`src/rtl/chop_pkg.sv`:
```
package chop_pkg;
  typedef enum logic [1:0] {
    MODE_AUTO0 = 2'b00,
    MODE_POS   = 2'b01,
    MODE_REV   = 2'b10,
    MODE_AUTO  = 2'b11
  } chop_mode_e;
endpackage

```
`src/rtl/chop_mode_shadow.sv`:
```
module chop_mode_shadow
  import chop_pkg::*;
(
  input  logic       clk_i,
  input  logic       rst_ni,
  input  logic       bnd_i,
  input  logic       wr_i,
  input  logic [1:0] mode_i,
  output logic       vld_o,
  output chop_mode_e mode_o
);
  always_ff @(posedge clk_i or negedge rst_ni) begin
    if (!rst_ni) begin
      vld_o  <= 1'b0;
      mode_o <= MODE_AUTO;
    end else if (wr_i) begin
      // a write always lands; on a boundary it waits for the next one
      vld_o  <= 1'b1;
      mode_o <= chop_mode_e'(mode_i);
    end else if (bnd_i) begin
      vld_o  <= 1'b0;
    end
  end

  AST_SHADOW_ONE_SHOT: assert property (@(posedge clk_i) disable iff (!rst_ni)
    bnd_i && !wr_i |=> !vld_o);
  AST_WRITE_HELD: assert property (@(posedge clk_i) disable iff (!rst_ni)
    wr_i |=> vld_o && mode_o == $past(mode_i));
endmodule

```
`src/rtl/chop_cycle_cnt.sv`:
```
module chop_cycle_cnt #(
  parameter int N_CYC = 4,
  localparam int IDXW = $clog2(N_CYC)
) (
  input  logic            clk_i,
  input  logic            rst_ni,
  input  logic            bnd_i,
  output logic [IDXW-1:0] idx_o,
  output logic            xfer_o
);
  localparam logic [IDXW-1:0] LAST = IDXW'(N_CYC - 1);
  logic last;
  assign last = (idx_o == LAST);

  always_ff @(posedge clk_i or negedge rst_ni) begin
    if (!rst_ni) begin
      idx_o  <= '0;
      xfer_o <= 1'b0;
    end else begin
      xfer_o <= bnd_i && last;
      if (bnd_i) idx_o <= last ? '0 : idx_o + 1'b1;
    end
  end

  AST_IDX_RANGE: assert property (@(posedge clk_i) disable iff (!rst_ni)
    idx_o <= LAST);
  AST_IDX_HOLD: assert property (@(posedge clk_i) disable iff (!rst_ni)
    !bnd_i |=> $stable(idx_o));
  AST_XFER_AT_WRAP: assert property (@(posedge clk_i) disable iff (!rst_ni)
    xfer_o |-> idx_o == '0);
  AST_XFER_PULSE: assert property (@(posedge clk_i) disable iff (!rst_ni)
    xfer_o |=> !xfer_o);
endmodule

```
`src/rtl/chop_pol_gen.sv`:
```
module chop_pol_gen
  import chop_pkg::*;
(
  input  logic       clk_i,
  input  logic       rst_ni,
  input  logic       bnd_i,
  input  logic       vld_i,
  input  chop_mode_e mode_i,
  output logic       pol_o
);
  logic force_pos, force_rev;
  assign force_pos = vld_i && (mode_i == MODE_POS);
  assign force_rev = vld_i && (mode_i == MODE_REV);

  always_ff @(posedge clk_i or negedge rst_ni) begin
    if (!rst_ni)        pol_o <= 1'b0;
    else if (bnd_i) begin
      if (force_pos)      pol_o <= 1'b0;
      else if (force_rev) pol_o <= 1'b1;
      else                pol_o <= ~pol_o;
    end
  end

  AST_POL_STABLE: assert property (@(posedge clk_i) disable iff (!rst_ni)
    !bnd_i |=> $stable(pol_o));
  AST_AUTO_TOGGLE: assert property (@(posedge clk_i) disable iff (!rst_ni)
    bnd_i && !vld_i |=> pol_o != $past(pol_o));
  AST_FORCE_POS: assert property (@(posedge clk_i) disable iff (!rst_ni)
    bnd_i && force_pos |=> !pol_o);
  AST_FORCE_REV: assert property (@(posedge clk_i) disable iff (!rst_ni)
    bnd_i && force_rev |=> pol_o);
endmodule

```
`src/rtl/chop_seq.sv`:
```
module chop_seq
  import chop_pkg::*;
#(
  parameter int N_CYC = 4,
  localparam int IDXW = $clog2(N_CYC)
) (
  input  logic            clk_i,
  input  logic            rst_ni,
  input  logic            cyc_end_i,
  input  logic            mode_wr_i,
  input  logic [1:0]      mode_i,
  output logic            pol_o,
  output logic            alt_o,
  output logic [IDXW-1:0] cyc_idx_o,
  output logic            xfer_o
);
  logic       sh_vld;
  chop_mode_e sh_mode;

  chop_mode_shadow u_shadow (
    .clk_i  (clk_i),
    .rst_ni (rst_ni),
    .bnd_i  (cyc_end_i),
    .wr_i   (mode_wr_i),
    .mode_i (mode_i),
    .vld_o  (sh_vld),
    .mode_o (sh_mode)
  );

  chop_cycle_cnt #(.N_CYC(N_CYC)) u_cnt (
    .clk_i  (clk_i),
    .rst_ni (rst_ni),
    .bnd_i  (cyc_end_i),
    .idx_o  (cyc_idx_o),
    .xfer_o (xfer_o)
  );

  chop_pol_gen u_pol (
    .clk_i  (clk_i),
    .rst_ni (rst_ni),
    .bnd_i  (cyc_end_i),
    .vld_i  (sh_vld),
    .mode_i (sh_mode),
    .pol_o  (pol_o)
  );

  assign alt_o = (cyc_idx_o == '0);

  AST_WRITE_NO_EFFECT: assert property (@(posedge clk_i) disable iff (!rst_ni)
    mode_wr_i && !cyc_end_i |=> $stable(pol_o));
  AST_ALT_AFTER_XFER: assert property (@(posedge clk_i) disable iff (!rst_ni)
    xfer_o |-> alt_o);
endmodule

```
`config.mk`:
```
export PLATFORM = sky130hd
export DESIGN_NAME = chop_seq
export DESIGN_NICKNAME = d
export VERILOG_FILES = /design/src/rtl/chop_pkg.sv /design/src/rtl/chop_mode_shadow.sv /design/src/rtl/chop_cycle_cnt.sv /design/src/rtl/chop_pol_gen.sv /design/src/rtl/chop_seq.sv
export SDC_FILE = /design/constraint.sdc
export NUM_CORES = 1
export LEC_CHECK = 0
export BUFFER_PORTS_ARGS = -buffer_cell sky130_fd_sc_hd__buf_4
export CORE_AREA = 2 2 39 41
export DETAILED_ROUTE_END_ITERATION = 16
export DIE_AREA = 0 0 41 43
export GPL_TIMING_DRIVEN = 0
export HOLD_SLACK_MARGIN = 0.08
export PLACE_DENSITY = 0.43
export SLEW_MARGIN = 10
export SYNTH_ARGS = -nofsm -noshare
export SYNTH_HDL_FRONTEND = slang
export SYNTH_SLANG_ARGS = --single-unit
```
`constraint.sdc`:
```
create_clock -name clk_i -period 2.9 [get_ports clk_i]
set_clock_uncertainty 0.05 [all_clocks]
set_input_delay 0.145 -clock clk_i [delete_from_list [all_inputs] [get_ports clk_i]]
set_output_delay 0.145 -clock clk_i [all_outputs]
set_load 0.03 [all_outputs]
```
After elaboration in Yosys (flattened, before gate mapping)
Cells that the tools add are included.
- output and inout port bits: 5
- bits in registers: 7
- logic and storage cells: 20
- input port bits: 6
- reductions and logical operators: 5
- equal/unequal tests: 3
- muxes and demuxes: 5
- add/subtract/negate cells: 1
- bitwise gates (word level): 1
- operators by type and width (operator ; count):
    2-bit equality test, second input constant ; 2
    1-bit 2-to-1 mux ; 4
    1-bit logical AND ; 3
    2-bit by 1-bit adder with 2-bit output, second input constant ; 1
    2-bit by 1-bit equality test with 1-bit output, second input constant ; 1
    2-bit zero test ; 1
    2-bit 2-to-1 mux ; 1
    2-bit nonzero test ; 1
    1-bit NOT ; 1

Depth between registers and ports, before layout
- depth in word-level cells: 4
- depth in mapped cells: 4
- mapped depth without buffers: 4

Modules after synthesis
Synthesis repeated with hierarchy kept, for this count alone.
- cell total of the unflattened synthesis: 23
- area, all modules: 304.0 µm²
- by module, submodules not included (module ; cells an instance ; seq. area each (µm²) ; area each (µm²) ; instances):
    chop_cycle_cnt ; 8 ; 75.1 ; 126.4 ; 1
    chop_mode_shadow ; 7 ; 77.6 ; 112.6 ; 1
    chop_pol_gen ; 7 ; 25.0 ; 61.3 ; 1
    chop_seq ; 1 ; 0.0 ; 3.8 ; 1

Worst setup path after synthesis
No wires, ideal clock.
- kind: flip-flop to flip-flop
- from: reg u_cnt.idx_o[0]
- to: reg u_cnt.idx_o[0]
- cell stages (with the launch flop): 4
- path slack: 1.685 ns
- setup time: 0.083 ns
- buffers on the path: 0
- arrival: 1.082 ns
- clock period less this slack: 1.215 ns
- required time: 2.767 ns
- path through: dfrtp_1 -> ha_1 -> or3_1 -> o21ai_0
- word-level cells in the longest chain between the ends: 2
- elaborated cells between the ends (all ways): 3
- classes of those cells: 1 x add/sub; 1 x eq/ne; 1 x mux
- RTL lines (element ; line ; source):
    start: declaration ; chop_cycle_cnt.sv:8 ; output logic [IDXW-1:0] idx_o,
    start signal: assignment ; chop_cycle_cnt.sv:21 ; if (bnd_i) idx_o <= last ? '0 : idx_o + 1'b1;
    2-bit by 1-bit adder with 2-bit output / 2-bit equality test (equally long branches) ; chop_cycle_cnt.sv:21, chop_cycle_cnt.sv:13 ;
    2-bit 2-to-1 mux * ; chop_cycle_cnt.sv:21 ;
Every way passes the cells marked *; elsewhere a longest branch is shown, timed or not.
A chain may end at the register's enable or synchronous reset.

Worst setup path after layout
- from: reg u_cnt.idx_o[0]
- to: out alt_o
- word-level cells in the longest chain between the ends: 1
- RTL lines (element ; line ; source):
    2-bit zero test ; chop_seq.sv:47 ; assign alt_o = (cyc_idx_o == '0);
    end: declaration ; chop_seq.sv:13 ; output logic alt_o,
Every way passes these cells.

==> results.md <==
- The global placement routability congestion is 0.6708.
- In this run, synthesis produced a sequential element count of 7.
- Ranked by instance count, the synthesized netlist is headed by sky130_fd_sc_hd__dfrtp_1 (5), sky130_fd_sc_hd__o21ai_0 (3).
- The share of synthesized area occupied by flip-flops and latches is 0.5844.
- Broken down by cell family, the worst path's largest delay share belongs to flip-flops.
- The top cell type's share of synthesized area is 0.4115.
- In this run, the number of DRC markers left after iteration 0 of detailed routing was 1.
- The sort of element at the end of the critical path is an output port.
- TritonCTS built the clock tree.
- Setup repair after global routing left no endpoint under its margin.
- VDD sags by at most 0.0004043 V.
- For this run, the slowest stage of the critical path takes ~380 ps.
- The leakage component of the power is 0.2297 nW.
- At the later pin of the worst-skew pair, clock insertion delay measures 260 ps.
- The number of nets in the synthesized netlist is 34.
- In the synthesized netlist, the number of instances is 26.
- Of the total synthesized cell area, the portion taken by XOR and XNOR cells is 0.
- The average size of a mapped cell is 11.69 sq um.
- Yosys mapped the design onto 15 distinct sky130hd cell types.
- After clock tree synthesis, the clock-pin slew on the worst setup and hold paths is 50 ps.
- Sorting the synthesized cells by area gives the leading types as sky130_fd_sc_hd__dfrtp_1 (41%), sky130_fd_sc_hd__dfstp_2 (17%), sky130_fd_sc_hd__ha_1 (8.2%).
- Setup violations remaining at the end of the flow were counted as 0.
- The multiplexer share of the synthesized area is 0.07407.
- Of the total synthesized cell area, the portion taken by full adders, half adders and majority gates is 0.08230.
- The flow ran to the end, and the final reports show no timing, DRC or antenna violations.
- The footprint of the flip-flops and latches is 177.7 sq um.
- The final standard cell area without fillers is 475.5 sq um.
- The number of nets in the layout is 54.
- Once placement finished, the instance area stood at 399.1 sq um.
- Of the available clock period, the critical path in the final layout requires 0.4336.
- The standard cell with the maximum stage delay on the critical path is sky130_fd_sc_hd__dfrtp_1.
- In this run the power density over the cells is roughly 830 nW/um^2.
- The final-report max-slew violation count is 0.
- 11 I/O pins were placed.
- From synthesis to final layout, the design area changed by 56.38%.
- The worst path in the final design needs a cycle of 1258 ps, including I/O delays and setup.
- Of the cells placed in the final design, the portion with a size suffix greater than 1 is 0.4444.
- The number of optimization iterations in the first detailed-route pass is 4.
- At the pin with the least slew margin, the transition time is 194.8 ps.
- The worst setup path is of the reg -> out kind.
- Summed over all instances, the cell type with the most area after synthesis is sky130_fd_sc_hd__dfrtp_1.
- Yosys printed 0 warnings.
- The total of fill cells in the finished design is between 100 and 150.
- The tree built by TritonCTS fans out to 7 sinks.
- The required time at the endpoint of the critical path is 2710 ps.
- The area of the die is 1763 sq um.
- Yosys instantiated no cell more often than sky130_fd_sc_hd__dfrtp_1.
- In this run the number of H-tree levels came out at 1.
- The path category of the worst min-delay check is in -> async.
- Entering global routing, the biggest net connects 8 pins.
- Of the total synthesized cell area, the portion taken by AND, OR, NAND and NOR gates is 0.1029.
- In this run the horizontal extent of the chip is 41 um.
- The hold violation total from the final report is 0.
- The number of cell rows is 14.
- The via count of the first global-routing pass is 215.
- Detailed routing inserted a total of 256 vias.
- The number of buffers inserted during clock tree synthesis is 3.
- The predominant post-synthesis flop cell is sky130_fd_sc_hd__dfrtp_1.
- The number of flops mapped to enable cells by yosys is 0.
- The first global-routing pass estimated ~1000 um of wire.
- The wire length per cell after detailed routing is 10.11 um.
- Of all nets on the critical path, the largest fanout is 4.
- In the final layout, the multi-input gates occupy 115.1 sq um.
- The core outline area is 1384 sq um.
- The async set or reset register ratio after synthesis is 1.000.
- The tool flagged a number of max-cap violations equal to 0.
- For this configuration, the core starts out at a cell density of 0.2197.
- The overall routing resource usage is 0.09432.
- The largest family of logic cells by synthesized area is compound AO/OA/AOI/OAI gates.
- Clock tree synthesis selected as its root buffer the cell sky130_fd_sc_hd__clkbuf_4.
- In this run the deepest clock path goes through 2 buffers.
- The number of buffers and inverters on the critical path is 2.
- The count of nets left with antenna violations after detail routing is 0.
- Data on the critical path arrives at its endpoint at around 1100 ps.
- The compound-gate portion of the synthesized area came to 0.1193.
- The number of antenna violations at the first check in global routing is 0.
- The number of gates resized after CTS was 0.
- The top achievable clock speed is 795.2 MHz.
- Walking the worst path, the cells encountered are inv_1, ha_1, buf_4.
- Global routing finished with a remaining overflow of 0.
- The element type at the critical path start is a flop.
- In the routed layout, each cell is associated on average with a via count of 4.197.
- During placement, the flow inserted port buffers numbering 10.
- The die span in y is between 40 and 50 um.
- Headroom to the max-slew limit came out at 0.8694.
- Summing every instance area after synthesis gives 304.0 sq um.
- The total length of routed wires is between 600 and 700 um.
- The total negative slack for setup checks is 0 ps.
- The number of DRC violations after detailed routing is 0.
- The number of inserted diodes is 0.
## worst paths after layout
kind	start	end	slack, ps	depth (start not counted)
worst max-delay path	u_cnt.idx_o[0]	alt_o	1640	3
worst min-delay path	rst_ni	u_shadow.vld_o	180	2
worst max register to register	u_cnt.idx_o[0]	u_cnt.idx_o[0]	1770	3
worst min register to register	u_shadow.vld_o	u_shadow.vld_o	480	1
max in group asynchronous	rst_ni	u_shadow.mode_o[0]	2410	2
min in group clk_i	u_shadow.vld_o	u_shadow.vld_o	480	1
## report_power, final
part / total [mW] / switching (mW) / internal [mW]
combinational: 0.160 / 0.0939 / 0.0658
sequential: 0.142 / 0.0186 / 0.123
clock: 0.0913 / 0.0386 / 0.0527
total: 0.393 / 0.151 / 0.242
## layout by cell type, fill, tap and decap left out, types with 2 or more instances in the layout
cell                            synthesis  routed
sky130_fd_sc_hd__o21ai_0                3       3
sky130_fd_sc_hd__dfstp_2                2       2
sky130_fd_sc_hd__inv_1                  2       2
sky130_fd_sc_hd__clkbuf_4               0       3
sky130_fd_sc_hd__nand2_1                2       2
sky130_fd_sc_hd__dlygate4sd3_1          0       5
sky130_fd_sc_hd__ha_1                   2       2
sky130_fd_sc_hd__dfrtp_1                5       5
sky130_fd_sc_hd__buf_4                  0      10
sky130_fd_sc_hd__mux2_2                 2       2
## logic make-up (layout without fill, tap and decap cells)
logic type / count (synthesis) / in the layout
buf+inv: 3 / 22
simple gates: 6 / 6
mux: 2 / 2
compound gates: 6 / 6
flops: 7 / 7
fa+ha+maj: 2 / 2
## registers in the layout, indices dropped and copies added, names as in the netlist
register         count
u_cnt.idx_o          2
u_shadow.mode_o      2
u_cnt.xfer_o         1
u_pol.pol_o          1
u_shadow.vld_o       1
## through the flow
| step | power [mW] | hold slack [ps] | cells | worst slack [ps] | util |
|---|---|---|---|---|---|
| after floorplan | 0.2403 | -200.6 | 26 | 1685 | - |
| after global placement | 0.2945 | -88.35 | 52 | 1810 | 0.2884 |
| after detailed placement | 0.3005 | -87.58 | 52 | 1777 | 0.2884 |
| after CTS | 0.3986 | 188.1 | 61 | 1638 | 0.3436 |
| final | 0.3928 | 183.7 | 61 | 1642 | 0.3436 |
| after global routing | 0.4254 | 179.8 | 61 | 1561 | 0.3436 |
## layer usage
layer  vias up  part of all wire  track usage
met5         -                 0            0
met4         0             0.023       0.1200
met3         2             0.042      0.04712
met2         9              0.53       0.1094
met1       119              0.41       0.1030
li1        126                 -            -
## cell type report
| type | instances | area share |
|---|---|---|
| Timing Repair Buffer | 15 | 0.2632 |
| Clock buffer | 4 | 0.05526 |
| Tap cell | 16 | 0.04211 |
| Sequential cell | 7 | 0.3737 |
| Inverter | 3 | 0.02368 |
| Multi-Input combinational cell | 16 | 0.2421 |
## what timing repair did
action,in CTS,in global routing
setup buffers,0,0
endpoints found under the hold margin,11,0
hold buffers,5,0
No activity file was read; power rests on OpenSTA's default activity.
